File: src/rtl/tim_chan_pkg.sv
package tim_chan_pkg;

   typedef enum logic [1:0] {
      CH_CAPTURE = 2'b00,
      CH_COMPARE = 2'b01,
      CH_PWM     = 2'b10,
      CH_PWM_ALT = 2'b11
   } ch_mode_e;

   // control byte layout, low nibble: mode[3:2], full-duty[1], toggle-on-wrap[0]
   typedef struct packed {
      ch_mode_e mode;
      logic     full_duty;
      logic     tog_wrap;
   } ch_ctrl_t;

   localparam int CTRL_BITS = $bits(ch_ctrl_t);

   function automatic logic mode_is_pwm(input ch_mode_e m);
      return m[1];
   endfunction

endpackage

File: src/rtl/tim_chan_sync.sv
module tim_chan_sync #(
   parameter int STAGES = 2
) (
   input  logic clk,
   input  logic rst_n,
   input  logic din,
   output logic rise
);
   logic last_s;
   logic prev_q;

   generate
      if (STAGES < 1) begin : g_bad_depth
         $error("tim_chan_sync: STAGES must be at least 1");
      end

      if (STAGES == 1) begin : g_single
         logic s_q;
         always_ff @(posedge clk or negedge rst_n) begin
            if (!rst_n) s_q <= 1'b0;
            else        s_q <= din;
         end
         assign last_s = s_q;
      end else begin : g_chain
         logic [STAGES-1:0] sh_q;
         always_ff @(posedge clk or negedge rst_n) begin
            if (!rst_n) sh_q <= '0;
            else        sh_q <= {sh_q[STAGES-2:0], din};
         end
         assign last_s = sh_q[STAGES-1];
      end
   endgenerate

   always_ff @(posedge clk or negedge rst_n) begin
      if (!rst_n) prev_q <= 1'b0;
      else        prev_q <= last_s;
   end

   assign rise = last_s & ~prev_q;

   // a detected rise is a single-cycle pulse
   assert_rise_single_R3: assert property (@(posedge clk) disable iff (!rst_n)
      rise |=> !rise);

endmodule

File: src/rtl/tim_chan_regs.sv
module tim_chan_regs
   import tim_chan_pkg::*;
#(
   parameter int CNT_W  = 16,
   parameter int BUS_W  = 8,
   parameter int ADDR_W = 2
) (
   input  logic              clk,
   input  logic              rst_n,
   input  logic              reg_wr,
   input  logic              reg_rd,
   input  logic [ADDR_W-1:0] reg_addr,
   input  logic [BUS_W-1:0]  wdata,
   output logic [BUS_W-1:0]  rdata,
   input  logic              cap_rise,
   input  logic [CNT_W-1:0]  cnt_val,
   output logic [CNT_W-1:0]  value,
   output ch_ctrl_t          ctrl,
   output logic              cap_fire,
   output logic              cmp_hold
);
   localparam int NBYTES    = CNT_W / BUS_W;
   localparam int HI_ADDR   = 0;
   localparam int LO_ADDR   = NBYTES - 1;
   localparam int CTRL_ADDR = NBYTES;

   logic [BUS_W-1:0] lane_q [NBYTES];
   ch_ctrl_t         ctrl_q;
   logic             lock_q;
   logic             hold_q;
   logic             rd_hi, rd_lo, wr_hi, wr_lo, wr_ctrl;

   assign rd_hi   = reg_rd && (reg_addr == ADDR_W'(HI_ADDR));
   assign rd_lo   = reg_rd && (reg_addr == ADDR_W'(LO_ADDR));
   assign wr_hi   = reg_wr && (reg_addr == ADDR_W'(HI_ADDR));
   assign wr_lo   = reg_wr && (reg_addr == ADDR_W'(LO_ADDR));
   assign wr_ctrl = reg_wr && (reg_addr == ADDR_W'(CTRL_ADDR));

   assign cap_fire = cap_rise && (ctrl_q.mode == CH_CAPTURE) && !lock_q;

   // byte lanes: lane NBYTES-1 is most significant and sits at address 0
   generate
      for (genvar i = 0; i < NBYTES; i++) begin : g_lane
         localparam int LANE_ADDR = NBYTES - 1 - i;
         logic lane_wr;
         assign lane_wr = reg_wr && (reg_addr == ADDR_W'(LANE_ADDR));
         always_ff @(posedge clk or negedge rst_n) begin
            if (!rst_n)        lane_q[i] <= '0;
            else if (lane_wr)  lane_q[i] <= wdata;
            else if (cap_fire) lane_q[i] <= cnt_val[i*BUS_W +: BUS_W];
         end
         assign value[i*BUS_W +: BUS_W] = lane_q[i];
      end
   endgenerate

   always_ff @(posedge clk or negedge rst_n) begin
      if (!rst_n)       ctrl_q <= '0;
      else if (wr_ctrl) ctrl_q <= ch_ctrl_t'(wdata[CTRL_BITS-1:0]);
   end

   // capture hold: upper-byte read while capturing, released by lower-byte read
   always_ff @(posedge clk or negedge rst_n) begin
      if (!rst_n)                                      lock_q <= 1'b0;
      else if (rd_hi && (ctrl_q.mode == CH_CAPTURE))   lock_q <= 1'b1;
      else if (rd_lo)                                  lock_q <= 1'b0;
   end

   // compare hold: upper-byte write, released by lower-byte write
   always_ff @(posedge clk or negedge rst_n) begin
      if (!rst_n)     hold_q <= 1'b0;
      else if (wr_hi) hold_q <= 1'b1;
      else if (wr_lo) hold_q <= 1'b0;
   end

   always_comb begin
      rdata = '0;
      if (reg_addr == ADDR_W'(CTRL_ADDR)) begin
         rdata[CTRL_BITS-1:0] = ctrl_q;
      end else begin
         for (int i = 0; i < NBYTES; i++) begin
            if (reg_addr == ADDR_W'(NBYTES - 1 - i)) rdata = lane_q[i];
         end
      end
   end

   assign ctrl     = ctrl_q;
   assign cmp_hold = hold_q;

   // while the capture hold is in place, only a register write alters the value
   assert_cap_lock_R4: assert property (@(posedge clk) disable iff (!rst_n)
      (lock_q && !reg_wr) |=> $stable(value));

   // the hold is released by the lower-byte read
   assert_lock_release_R4: assert property (@(posedge clk) disable iff (!rst_n)
      (rd_lo && !rd_hi) |=> !lock_q);

   // an upper-byte write always leaves matching suspended
   assert_hold_set_R11: assert property (@(posedge clk) disable iff (!rst_n)
      wr_hi |=> cmp_hold);

endmodule

File: src/rtl/tim_chan_out.sv
module tim_chan_out
   import tim_chan_pkg::*;
#(
   parameter int CNT_W = 16
) (
   input  logic             clk,
   input  logic             rst_n,
   input  ch_ctrl_t         ctrl,
   input  logic             cmp_hold,
   input  logic [CNT_W-1:0] cnt_val,
   input  logic             cnt_ovf,
   input  logic [CNT_W-1:0] value,
   input  logic             cap_fire,
   output logic             pin_out,
   output logic             evt_flag
);
   logic pin_q, evt_q, duty_q;
   logic match, is_cmp, is_pwm, duty_force;

   assign is_cmp     = (ctrl.mode == CH_COMPARE);
   assign is_pwm     = mode_is_pwm(ctrl.mode);
   assign match      = (ctrl.mode != CH_CAPTURE) && !cmp_hold && (cnt_val == value);
   assign duty_force = duty_q && !ctrl.tog_wrap;

   // full-duty request is sampled only at the period boundary
   always_ff @(posedge clk or negedge rst_n) begin
      if (!rst_n)       duty_q <= 1'b0;
      else if (cnt_ovf) duty_q <= ctrl.full_duty;
   end

   always_ff @(posedge clk or negedge rst_n) begin
      if (!rst_n) begin
         pin_q <= 1'b0;
      end else if (is_cmp) begin
         if (cnt_ovf && ctrl.tog_wrap) pin_q <= ~pin_q;
         else if (match)               pin_q <= ~pin_q;
      end else if (is_pwm) begin
         if (cnt_ovf)                     pin_q <= 1'b1;
         else if (match && !duty_force)   pin_q <= 1'b0;
      end
   end

   always_ff @(posedge clk or negedge rst_n) begin
      if (!rst_n) evt_q <= 1'b0;
      else        evt_q <= cap_fire | match;
   end

   assign pin_out  = pin_q;
   assign evt_flag = evt_q;

   // wrap toggles the pin in compare mode when enabled
   assert_wrap_toggle_R6: assert property (@(posedge clk) disable iff (!rst_n)
      (is_cmp && ctrl.tog_wrap && cnt_ovf) |=> (pin_q != $past(pin_q)));

   // coincident wrap and match toggle exactly once
   assert_wrap_beats_match_R7: assert property (@(posedge clk) disable iff (!rst_n)
      (is_cmp && ctrl.tog_wrap && cnt_ovf && match) |=> (pin_q != $past(pin_q)));

   // capture mode never moves the pin
   assert_capture_pin_still_R8: assert property (@(posedge clk) disable iff (!rst_n)
      (ctrl.mode == CH_CAPTURE) |=> $stable(pin_q));

   // PWM period starts high
   assert_pwm_wrap_high_R9: assert property (@(posedge clk) disable iff (!rst_n)
      (is_pwm && cnt_ovf) |=> pin_q);

   // with the sampled override active, a high PWM pin stays high
   assert_full_duty_hold_R10: assert property (@(posedge clk) disable iff (!rst_n)
      (is_pwm && duty_force && pin_q) |=> pin_q);

   // suspended matching leaves the compare pin alone between wraps
   assert_cmp_hold_R11: assert property (@(posedge clk) disable iff (!rst_n)
      (is_cmp && cmp_hold && !cnt_ovf) |=> $stable(pin_q));

endmodule

File: src/rtl/tim_channel.sv
module tim_channel
   import tim_chan_pkg::*;
#(
   parameter int  CNT_W       = 16,
   parameter int  BUS_W       = 8,
   parameter int  SYNC_STAGES = 2,
   localparam int NBYTES      = CNT_W / BUS_W,
   localparam int ADDR_W      = $clog2(NBYTES + 1)
) (
   input  logic              clk,
   input  logic              rst_n,
   input  logic [CNT_W-1:0]  cnt_val,
   input  logic              cnt_ovf,
   input  logic              cap_pin,
   input  logic              reg_wr,
   input  logic              reg_rd,
   input  logic [ADDR_W-1:0] reg_addr,
   input  logic [BUS_W-1:0]  wdata,
   output logic [BUS_W-1:0]  rdata,
   output logic              pin_out,
   output logic              evt_flag
);
   generate
      if (CNT_W % BUS_W != 0) begin : g_bad_split
         $error("tim_channel: CNT_W must be a multiple of BUS_W");
      end
      if (NBYTES < 2) begin : g_bad_lanes
         $error("tim_channel: value must span at least two bus bytes");
      end
      if (BUS_W < CTRL_BITS) begin : g_bad_bus
         $error("tim_channel: bus too narrow for control byte");
      end
   endgenerate

   logic             cap_rise;
   logic             cap_fire;
   logic             cmp_hold;
   logic [CNT_W-1:0] value;
   ch_ctrl_t         ctrl;

   tim_chan_sync #(
      .STAGES (SYNC_STAGES)
   ) u_sync (
      .clk   (clk),
      .rst_n (rst_n),
      .din   (cap_pin),
      .rise  (cap_rise)
   );

   tim_chan_regs #(
      .CNT_W  (CNT_W),
      .BUS_W  (BUS_W),
      .ADDR_W (ADDR_W)
   ) u_regs (
      .clk      (clk),
      .rst_n    (rst_n),
      .reg_wr   (reg_wr),
      .reg_rd   (reg_rd),
      .reg_addr (reg_addr),
      .wdata    (wdata),
      .rdata    (rdata),
      .cap_rise (cap_rise),
      .cnt_val  (cnt_val),
      .value    (value),
      .ctrl     (ctrl),
      .cap_fire (cap_fire),
      .cmp_hold (cmp_hold)
   );

   tim_chan_out #(
      .CNT_W (CNT_W)
   ) u_out (
      .clk      (clk),
      .rst_n    (rst_n),
      .ctrl     (ctrl),
      .cmp_hold (cmp_hold),
      .cnt_val  (cnt_val),
      .cnt_ovf  (cnt_ovf),
      .value    (value),
      .cap_fire (cap_fire),
      .pin_out  (pin_out),
      .evt_flag (evt_flag)
   );

   // every event pulse is preceded by a capture or a mode that can match
   assert_evt_pulse_R3: assert property (@(posedge clk) disable iff (!rst_n)
      (evt_flag && $past(ctrl.mode) == CH_CAPTURE) |-> $past(cap_rise));

endmodule

File: config.mk
export PLATFORM = sky130hd
export DESIGN_NAME = tim_channel
export DESIGN_NICKNAME = d
export VERILOG_FILES = /design/src/rtl/tim_chan_pkg.sv /design/src/rtl/tim_chan_sync.sv /design/src/rtl/tim_chan_regs.sv /design/src/rtl/tim_chan_out.sv /design/src/rtl/tim_channel.sv
export SDC_FILE = /design/constraint.sdc
export NUM_CORES = 1
export LEC_CHECK = 0
export CORE_ASPECT_RATIO = 1.2
export CORE_MARGIN = 3
export CORE_UTILIZATION = 60
export DETAILED_ROUTE_END_ITERATION = 10
export DONT_BUFFER_PORTS = 1
export PLACE_DENSITY = 0.74
export SETUP_SLACK_MARGIN = 0.1
export SYNTH_ARGS = -nofsm -noshare
export SYNTH_HDL_FRONTEND = slang
export SYNTH_HIERARCHICAL = 1
export SYNTH_SLANG_ARGS = --single-unit
export TNS_END_PERCENT = 20
File: constraint.sdc
create_clock -name clk -period 1.8 [get_ports clk]
set_input_delay 0.18 -clock clk [delete_from_list [all_inputs] [get_ports clk]]
set_output_delay 0.18 -clock clk [all_outputs]
set_load 0.1 [all_outputs]
# ---- Yosys cells after proc, flatten, opt, wreduce, memory -nomap -nowiden
# Cells that the tools add are included.
dict set report word_totals {
  reg_bits 28
  inputBits 32
  output_inout_bits 10
  elab_cells 66
}
dict set report classes {
  n_eq_ne 5
  muxes 18
  bitwise 4
  n_reduce_logical 27
}
# cell count
set ops {}
lappend ops {{$mux W8} 6}
lappend ops {{$eq A16 B16 Y1} 1}
lappend ops {{$logic_and A1 B1 Y1} 13}
lappend ops {{$reduce_bool A2 Y1} 6}
lappend ops {{$mux W1} 10}
lappend ops {{$mux W4} 2}
lappend ops {{$eq A2 B1 Y1 const B} 2}
lappend ops {{$logic_not A1 Y1} 4}
lappend ops {{$logic_not A2 Y1} 2}
lappend ops {{$ne A3 B2 Y1 const B} 1}
lappend ops {{$reduce_and A3 Y1} 1}
lappend ops {{$reduce_bool A3 Y1} 1}
lappend ops {{$eq A2 B2 Y1 const B} 1}
lappend ops {{$not A1 Y1} 2}
lappend ops {{$and A1 B1 Y1} 1}
lappend ops {{$or A1 B1 Y1} 1}

# ---- Logic depth before layout (Yosys ltp)
dict set report logic_depth {
  word_depth 8
  depth_mapped 6
}

# ---- Cells and area by module
# Netlist, hierarchy kept.
# module n_inst cells_each area_per_inst_um2 seq_area_each_um2
set modules_own_cells {}
lappend modules_own_cells {tim_chan_regs 1 112 1152.4 550.5}
lappend modules_own_cells {tim_chan_out 1 38 340.3 75.1}
lappend modules_own_cells {tim_chan_sync 1 4 88.8 75.1}

# ---- Worst setup path after synthesis
# No wires, ideal clock.
dict set report synth_path {
  path_type {input port to output port}
  from {input reg_addr[0]}
  to {output rdata[0]}
  arrival_ns 2.571
  setup_slack_ns -0.951
  path_stages 3
  path_cell_list {buf_4 > mux2i_1 > o21ai_0}
}
dict set report synth_via {
  elab_chain_len 4
  word_cells_on_any_way 6
  classes_between {eq/ne (2); mux (3); reduce/logical (1)}
}
# item line
set synth_lines {}
lappend synth_lines {{start, declared} tim_channel.sv:17} ;# input logic [ADDR_W-1:0] reg_addr,
lappend synth_lines {{$eq A2 B1 Y1} tim_chan_regs.sv:81} ;# if (reg_addr == ADDR_W'(NBYTES - 1 - i)) rdata = lane_q[i];
lappend synth_lines {{$mux W8 (2 in series)} tim_chan_regs.sv:81}
lappend synth_lines {{$mux W4 (*)} tim_chan_regs.sv:77} ;# if (reg_addr == ADDR_W'(CTRL_ADDR)) begin
lappend synth_lines {{end, declared} tim_channel.sv:19} ;# output logic [BUS_W-1:0] rdata,
# Mark *: on every way between the ends. The rest lies on a longest branch, timed or not.

# ---- Final worst setup path
dict set report layout_path {
  from {register u_regs.ctrl_q, in the netlist u_regs/ctrl[2]}
  to {output rdata[2]}
}
dict set report layout_via {
  elab_chain_len 1
}
# item line
set layout_lines {}
lappend layout_lines {{start, declared} tim_chan_regs.sv:28} ;# ch_ctrl_t ctrl_q;
lappend layout_lines {{start signal, assigned} tim_chan_regs.sv:58} ;# else if (wr_ctrl) ctrl_q <= ch_ctrl_t'(wdata[CTRL_BITS-1:0]);
lappend layout_lines {{$mux W4} tim_chan_regs.sv:77}
# No other way between the ends.

==> implementation parameters <==
Parameter                              Value

Outcome
  Result of the run    complete, no violations

Flow run
  Number of violations of the max-capacitance limit    0

Critical path
  Crit path DAT    around 1.4 ns
  Worst setup path startpoint    u_regs/ctrl[2]
  Reg-to-reg startpoint    u_regs/ctrl[2]
  Number of buffers and inverters on the critical path    1
  Number of cells on the critical path    3
  Critical path type    reg2out
  Critical path capture point type    output port
  Critical path cell sequence    nand2_1 > o21ai_2 > buf_4
  Cell family with the largest share of critical-path delay    flip-flops
  Max incr delay on CP    0.56 ns
  Cell at the slowest stage of the critical path    sky130_fd_sc_hd__dfrtp_1
  Crit path launch type    register
  Logic depth of the worst register-to-register path    4
  Maximum net fanout on the critical path    8
  Crit path required time    1.62 ns

Timing
  Hold Fails Final Rpt    0
  Worst slew margin relative to its limit    0.5246
  Min Tclk post-route    ~1.6 ns
  Highest clock frequency the design can meet    634.4 MHz
  Fin Hold WS    0.009077 ns
  Pins Over Slew Limit    0
  Unrepaired setup endpoints after global routing    false
  Post-route clock skew    around 0.0017 ns
  Final Setup Violations    0
  Portion of the clock cycle consumed by the worst path in the final layout    0.8757
  Slew at the pin closest to its max-slew limit    0.7109 ns
  Worst-case setup margin in the final layout    between 0.2 and 0.25 ns

Route
  Average detailed-routed wire length per instance    ~17 um
  Post-DRT Antenna Nets    0
  Vias/cell    5.869
  DRC    0
  Routed Wire Length    3566 um
  Vias post-DR    ~1200
  Initial DRC count    26
  Length of the first detailed-routing pass in iterations    4

Pwr
  Power per unit of standard cell area    ~1100 nW/um2
  Sequential power share    0.434
  Part of the power in combinational logic    0.423
  Net Sw Frac    0.4308
  Clk pwr share    0.143
  Static power due to leakage    slightly below 0.8 nW
  Int Pwr    about 0.0012 W
  Switching pwr    approximately 0.00091 W
  IR drop worst, VDD    just under 0.0009 V

Synthesis
  Yosys Warn Count    6
  Average cell area after synthesis    ~10 um2
  Proportion of synthesized chip area in sequential cells    0.4430
  Distinct cell type count of the synthesized netlist    29
  Number of flops mapped to enable cells by yosys    0
  Yosys reg bits    28
  Top FF cell, synth    sky130_fd_sc_hd__dfrtp_1
  Summed instance area of the synthesized netlist    approximately 1600 um2
  Proportion of synthesized flip-flops having asynchronous set or reset    1.000
  Synth Instances    154
  Post-Synthesis Net Count    about 190

Floorplanning
  Row count    19
  Die ar.    ~3300 um2
  Number of primary I/O pins    42
  Floorplan die width    approximately 53 um
  Effective utilization at floorplan    0.6587
  Core Area    roughly 2400 um2
  Die outline height    roughly 62 um

Finish
  Final core utilization    0.7843
  Post-route cell area    1883 um2
  Area delta synth->final    19.07%
  Share of layout cells above drive strength 1    0.1943
  Most common library cell in the layout ignoring fill and taps    sky130_fd_sc_hd__dfrtp_1
  Area of combinational cells with multiple inputs    a little under 900 um2
  Most frequent cells in the layout    sky130_fd_sc_hd__dfrtp_1 (28), sky130_fd_sc_hd__mux2i_1 (25), sky130_fd_sc_hd__a21oi_1 (19), sky130_fd_sc_hd__nor2_1 (18)
  Total Nets Final    ~210
  Filler cells    approximately 180
  Antenna diodes    0
  Register Area    around 700 um2

Clock network
  Register clock-pin slew on the reported worst setup and hold paths    ~0.15 ns
  TritonCTS clock tree    done
  Clk Latency, worst-skew pair    around 0.32 ns
  Clock sink total    28
  Maximum clock path buffer count    2
  Maximum level of the CTS H-tree    1
  Root Driver    sky130_fd_sc_hd__clkbuf_4
  Total CTS buffers    3

GRT
  Overflow left after global routing    0
  Global-route wire length before repair    approximately 5900 um
  Largest net degree at the start of global routing    29
  Met2 Resource Use GR    0.3804
  Gr usage total    0.2334
  Peak-usage layer in the global routing report    met2
  Met1 track demand over resource    0.3094
  Vias in the first global route    ~1200
  Antenna violations before repair    0
  GR met3 Demand/Resource    0.04545

Placed design
  Placer Congestion    ~0.7
  Area post-placement    1692 um2
  Worst setup slack before clock tree synthesis    about 0.25 ns
  Number of buffer cells added on primary ports    0
  Detailed-placement wirelength estimate    2506 um

Hold path
  Startpoint of the lowest-slack hold path    wdata[4]
  Worst hold-check path type    in2reg
  Worst hold path depth    2
[path summary, 6_finish.rpt]
| check | end | slack, ns |
|---|---|---|
| setup / recovery | rdata[2] | 0.22 |
| hold / removal | u_regs/value[4] | 0.009 |
| setup reg to reg | u_regs/value[15] | 0.25 |
| hold reg to reg | u_sync/g_chain.sh_q[1] | 0.38 |
| max in group asynchronous | u_regs/value[15] | 1.38 |
| min in group asynchronous | u_regs/ctrl[0] | 0.27 |
[flip-flops by register name, indices dropped and copies added (netlist names)]
name	count
u_sync/prev_q	1
u_out/pin_out	1
u_out/evt_flag	1
u_regs/ctrl	4
u_regs/cmp_hold	1
u_out/duty_q	1
u_regs/value	16
u_regs/lock_q	1
u_sync/g_chain.sh_q	2
[cells by family (layout without fill, tap and decap cells)]
kind of cell / count (synthesis) / after routing / synth area share
simple gates: 44 / 44 / 0.1432
buf+inv: 8 / 29 / 0.03876
xor+xnor: 17 / 17 / 0.09414
compound gates: 27 / 27 / 0.08703
mux: 30 / 30 / 0.1938
flops: 28 / 28 / 0.4430
[per-layer routing]
layer,vias to the layer above,share of wire
li1,581,-
met1,600,0.40
met2,26,0.54
met3,2,0.049
met4,0,0.0053
met5,-,0
[synthesized netlist by cell type, types with 2 or more instances]
master                    count  area, um2
sky130_fd_sc_hd__a21oi_1     19      95.09
sky130_fd_sc_hd__buf_2        3      15.01
sky130_fd_sc_hd__dfrtp_1     28      700.7
sky130_fd_sc_hd__mux2_2       5      56.30
sky130_fd_sc_hd__mux2i_1     25      250.2
sky130_fd_sc_hd__nand2_1      8      30.03
sky130_fd_sc_hd__nor2_1      22      82.58
sky130_fd_sc_hd__nor2b_1      2      12.51
sky130_fd_sc_hd__nor4_1       2      12.51
sky130_fd_sc_hd__o21ai_0      6      30.03
sky130_fd_sc_hd__xnor2_1      5      43.79
sky130_fd_sc_hd__xor2_1      12      105.1
[metrics by stage]
| step | setup TNS (ns) | std cells | total power, W |
|---|---|---|---|
| floorplan | -0.9838 | 154 | 0.001590 |
| global placement | 0 | 189 | 0.001739 |
| detailed placement | 0 | 189 | 0.001769 |
| CTS | 0 | 204 | 0.002103 |
| global route | 0 | 206 | 0.002227 |
| finish | 0 | 206 | 0.002111 |
[power by group through the flow]
stage	clock [W]	sequential [W]	combinational [W]
2_1_floorplan	0	0.000982	0.000608
3_3_place_gp	0	0.000915	0.000825
3_5_place_dp	0	0.000929	0.000840
4_1_cts	0.000311	0.000914	0.000879
5_1_grt	0.000343	0.000938	0.000947
6_report	0.000303	0.000916	0.000892
[cell type report]
class	instances	area share
tap	31	0.02060
clock buffer	4	0.01927
timing repair buffer	24	0.1249
inverter	1	0.001993
multi-input combinational	118	0.4611
sequential	28	0.3721
[timing repair]
action	in CTS	in global routing
endpoints found under the hold margin	38	2
hold buffers	11	2
setup buffers	0	0
gates resized for setup	0	2
endpoints found under the setup margin	0	1
(Power assumes the default switching activity.)
